===== config.mk =====
export PLATFORM = sky130hd
export DESIGN_NAME = updn_reload_counter
export DESIGN_NICKNAME = d
export VERILOG_FILES = /design/src/rtl/updn_reload_counter.sv
export SDC_FILE = /design/constraint.sdc
export NUM_CORES = 1
export LEC_CHECK = 0
export ABC_CLOCK_PERIOD_IN_PS = 1550
export BUFFER_PORTS_ARGS = -buffer_cell sky130_fd_sc_hd__buf_4
export CAP_MARGIN = 20
export CORE_AREA = 2 2 39 41
export CTS_CLUSTER_SIZE = 25
export DETAILED_ROUTE_END_ITERATION = 6
export DIE_AREA = 0 0 41 43
export GPL_TIMING_DRIVEN = 0
export PLACE_DENSITY = 0.66
export SYNTH_ARGS = -nofsm -noshare
export SYNTH_HDL_FRONTEND = slang
export SYNTH_SLANG_ARGS = --single-unit

===== constraint.sdc =====
create_clock -name clk -period 1.55 [get_ports clk]
set_input_delay 0.31 -clock clk [delete_from_list [all_inputs] [get_ports clk]]
set_output_delay 0.31 -clock clk [all_outputs]
set_load 0.01 [all_outputs]

===== src/rtl/updn_reload_counter.sv =====
`timescale 1ns/1ps
module updn_reload_counter #(
  parameter int W = 4
) (
  input  logic         clk,
  input  logic         clr,
  input  logic         load,
  input  logic         cnt_en,
  input  logic         down,
  input  logic [W-1:0] din,
  output logic [W-1:0] count,
  output logic         wrap
);
  localparam logic [W-1:0] TOP = {W{1'b1}};

  logic [W-1:0] start_q;
  logic [W-1:0] sum;
  logic [W:0]   cy;
  logic [W-1:0] nxt;
  logic         at_end;
  logic         restore;

  assign cy[0] = cnt_en;

  for (genvar i = 0; i < W; i++) begin : g_cell
    assign sum[i]  = count[i] ^ cy[i];
    assign cy[i+1] = (down ^ count[i]) & cy[i];
  end

  assign at_end  = down ? (count == '0) : (count == TOP);
  assign restore = cnt_en & at_end;

  for (genvar i = 0; i < W; i++) begin : g_mux
    assign nxt[i] = load ? din[i] : (restore ? start_q[i] : sum[i]);
  end

  always_ff @(posedge clk or posedge clr) begin
    if (clr) begin
      count   <= '0;
      start_q <= '0;
      wrap    <= 1'b0;
    end else begin
      count <= nxt;
      wrap  <= ~load & restore;
      if (load) start_q <= din;
    end
  end
endmodule


# Yosys cells after proc, flatten, opt, wreduce, memory -nomap -nowiden
# Cells that the tools add are included.
# totals
register_bits	9
inputBits	9
word_cells	27
# op_classes
n_eq_ne	1
mux	9
bitwise	13
reduce_logical	1
# op_table
cell	n
two-way mux 1 bit	9
XOR 1 bit	7
bitwise AND 1 bit	5
== test 4 bit, second input constant	1
zero test 4 bit	1
inverter 1 bit	1

# Logic depth before layout (Yosys ltp)
# logic_depth
depth_word	7
depth_mapped	5
mapped_depth_nobuf	4

# Least setup slack after synthesis
# OpenSTA, ideal clock, no wires.
# synth_path
path_type	reg2reg
startpoint	reg count[2]
endpoint	reg count[3]
setup_ns	0.122
arrival_ns	1.253
path_slack_ns	0.174
path_stages_with_launch	5
path_buffers	0
synth_period_minus_slack_ns	1.376
path_cell_list	dfrtp_1 -> nor3b_2 -> mux2_2 -> o221ai_1 -> nand2_1
# synth_between
elab_chain_len	5
# synth_lines
element	line_no	rtl
from (decl)	11	output logic [W-1:0] count,
from (signal assigned)	43	count <= nxt;
== test 4 bit, or another cell as far along	30	assign at_end = down ? (count == '0) : (count == TOP);
two-way mux 1 bit / bitwise AND 1 bit (equally long branches)	30, 27	
bitwise AND 1 bit / XOR 1 bit (equally long branches)	31, 26	
two-way mux 1 bit * (2 in series)	34	assign nxt[i] = load ? din[i] : (restore ? start_q[i] : sum[i]);
via nxt[3]	19	logic [W-1:0] nxt;
# Mark *: on every way through the listed nets, which the timed path passes. The rest lies on a longest branch.
# A chain may end at the register's enable or synchronous reset.

# Final worst setup path
# Ends and elaborated chain as after synthesis.

==> run summary <==
buffer depth of the longest clock path -> 2
Vias/cell -> 5.19
portion of total power attributed to the clock network -> 30.0%
final critical-path required period -> 1.43 ns
share of the yosys chip area belonging to registers -> 44.1%
Pre-antenna DRT Iters -> 4
Syn-to-layout area delta -> 26.7%
number of I/O pins -> 14
power per unit of standard cell area -> 953 mW/mm2
Total Power -> 0.617 mW
wire length reported by the detailed router -> 982 um
final period utilization -> 92.3%
cell area after layout -> 647 um2
Gate Count Post-Synth -> 53
slew of the pin with the lowest slew margin -> 0.394 ns
data required time of the worst path -> 1.70 ns
top cell family by delay on the critical path -> flip-flops
Post-Syn Area -> 510 um2
number of standard-cell rows in the floorplan -> 14
hpwl dp -> 731 um
cts bufs inserted -> 3
Die H -> 43 um
utilization of the core after routing -> 46.7%
H-tree depth -> 1
Resized Gates After CTS -> 0
input/output buffers -> 12
critical path endpoint category -> register
setup repair after global routing missed its margin -> no
number of placed instances, taps included -> 81
power share of the sequential group -> 46.2%
number of antenna repair diodes -> 0
final number of max-transition violations -> 0
weighted congestion at the end of routability-driven global placement -> 0.675
post-detailed-route DRC marker count -> 0
Max Cap Viol -> 0
Die Area -> 0.00176 mm2
Clock Root Buffer -> clkbuf_4
global-route wire length before repair -> 1580 um
Max FO, Critical Path -> 5
total leakage power -> 0.315 nW
number of nets in the finished design -> 79
worst rel slew slack -> 73.7%
GRT overflow -> 0
starting utilization of the core area -> 36.9%
cell at the slowest stage of the critical path -> dfrtp_1
Clock Skew -> 0.00288 ns
switching power summed over all nets -> 0.183 mW
data arrival time at the worst-slack endpoint -> 1.58 ns
number of antenna violations at the first check in global routing -> 0
total global-route track usage -> 13.4%
maximum frequency from static timing analysis -> 699 MHz
syn_nets -> 62
mean routed wirelength per cell -> 11.6 um
largest net degree at the start of global routing -> 11
result of the run -> complete, no violations
Crit Reg-Reg Endpoint -> count[3]
register-to-register setup slack -> 0.12 ns
Buf+Inv Stages, Crit Path -> 0
area share of the leading cell type in the synthesized netlist -> 44.1%
final-layout setup total negative slack -> 0 ns
non-filler cells in the finished layout -> 85
most area-consuming cells after synthesis -> dfrtp_1, nand2_1, xor2_1
worst reg-to-reg path cell count -> 4
sink count of the clock tree -> 9
number of DRC markers after the initial detailed-route iteration -> 6
Final ANT Viol Nets -> 0
routed vias -> 441
Hold Buf Count CTS -> 0
critical path startpoint category -> register
post-synthesis area per instance -> 9.63 um2
horizontal die dimension -> 41 um
count of endpoints failing hold in the final timing report -> 0
Combinational Power Share -> 23.7%
post-synthesis cell type with the largest combined area -> dfrtp_1
Cell variety after synth -> 22
switching portion of total power -> 29.6%
TritonCTS clock tree -> yes
classification of the worst setup path -> register to register
total internal power -> 0.434 mW
number of warnings printed during yosys synthesis -> 0
cells along the critical path -> nor3b_2 > mux2_2 > o221ai_1 > nand2_1
Yosys reg bits -> 9
Worst-path clk slew -> 0.06 ns
worst reg2reg startpoint -> count[2]
Clock Latency Late Sink -> 0.27 ns
worst vdd rail ir drop -> 0.370 mV
final number of setup-violating endpoints -> 0
placement-stage cell area -> 621 um2
fraction of final layout cells sized beyond drive strength 1 -> 31.9%
Core Footprint -> 0.00138 mm2
slowest cell delay on critical path -> 0.44 ns
Post-CTS Setup Bufs -> 0
via count of the first global-routing pass -> 387
min-delay worst type -> primary input to async pin
-- kinds of logic after synthesis --
| family | after synthesis | synth area share, % |
|---|---|---|
| buf+inv | 7 | 5.64 |
| flops | 9 | 44.1 |
| mux | 1 | 2.21 |
| simple gates | 19 | 22.1 |
| compound gates | 14 | 20.8 |
| xor+xnor | 3 | 5.15 |
-- how the worst max path moves through the flow --
stage | startpoint | endpoint | cells past startpoint
after floorplan | count[2] | count[3] | 4
after global placement | count[2] | count[3] | 4
after detailed placement | count[2] | count[3] | 4
after CTS | count[2] | count[3] | 4
after global routing | count[2] | count[3] | 4
final | count[2] | count[3] | 4
-- worst register-to-register path: cells and delay by family (launching register included) --
kind	cells	cell delay [ns]
flops	1	0.44
simple gates	2	0.36
mux	1	0.36
compound gates	1	0.16
-- sequential cells by signal, indices dropped and copies added (netlist names) --
register / cells
start_q: 4
count: 4
wrap: 1
-- per-stage QoR --
step / setup WS (ns) / hold slack [ns]
after global placement: 0.145 / 0.295
final: 0.120 / 0.00351
after global routing: 0.0687 / 0.0437
after CTS: 0.108 / 0.0199
after detailed placement: 0.121 / 0.302
after floorplan: 0.174 / 0.138
-- power groups by stage --
stage	registers [mW]	clock network, mW	logic, mW
after floorplan	0.293	0	0.0837
after global placement	0.288	0	0.144
after detailed placement	0.290	0	0.147
after CTS	0.285	0.187	0.147
after global routing	0.289	0.198	0.164
final	0.285	0.185	0.146
-- synth_stat cells --
| cell type | count |
|---|---|
| a22oi_1 | 2 |
| and3b_2 | 1 |
| a32o_2 | 1 |
| mux2_2 | 1 |
| nand2_1 | 7 |
| a311oi_1 | 1 |
| xor2_1 | 3 |
| nor2b_1 | 2 |
| clkbuf_1 | 1 |
| nand3b_1 | 1 |
| buf_2 | 2 |
| o31ai_1 | 2 |
| o21ai_0 | 3 |
| and4b_4 | 1 |
| nor2_1 | 4 |
| dfrtp_1 | 9 |
| nor3b_1 | 2 |
| a32oi_1 | 1 |
| nor3b_2 | 1 |
| o221ai_1 | 2 |
| a21o_1 | 2 |
| inv_1 | 4 |
-- final cells by class --
| cell class | count | area [um2] |
|---|---|---|
| Timing Repair Buffer | 12 | 90.1 |
| Multi-Input combinational cell | 37 | 256 |
| Sequential cell | 9 | 225 |
| Clock buffer | 4 | 26.3 |
| Inverter | 4 | 15.0 |
| Tap cell | 16 | 20.0 |
| Buffer | 3 | 13.8 |
| Fill cell | 131 | 737 |
-- cell usage in the layout, fill, tap and decap left out --
master    count
inv_1         4
buf_4        12
mux2_2        1
nand3b_1      1
a32o_2        1
nand2_1       7
nor3b_1       2
a21o_1        2
a22oi_1       2
dfrtp_1       9
and4b_4       1
nor2_1        4
o221ai_1      2
o31ai_1       2
nor2b_1       2
xor2_1        3
a311oi_1      1
nor3b_2       1
clkbuf_4      3
buf_2         2
and3b_2       1
o21ai_0       3
a32oi_1       1
clkbuf_1      2
-- layer usage --
metal	global-route usage (%)	part of all wire [%]
met2	21.3	46
met4	10.0	2.3
met3	1.57	6.7
met1	15.4	45
met5	0	0
No activity file was read; power rests on OpenSTA's default activity.
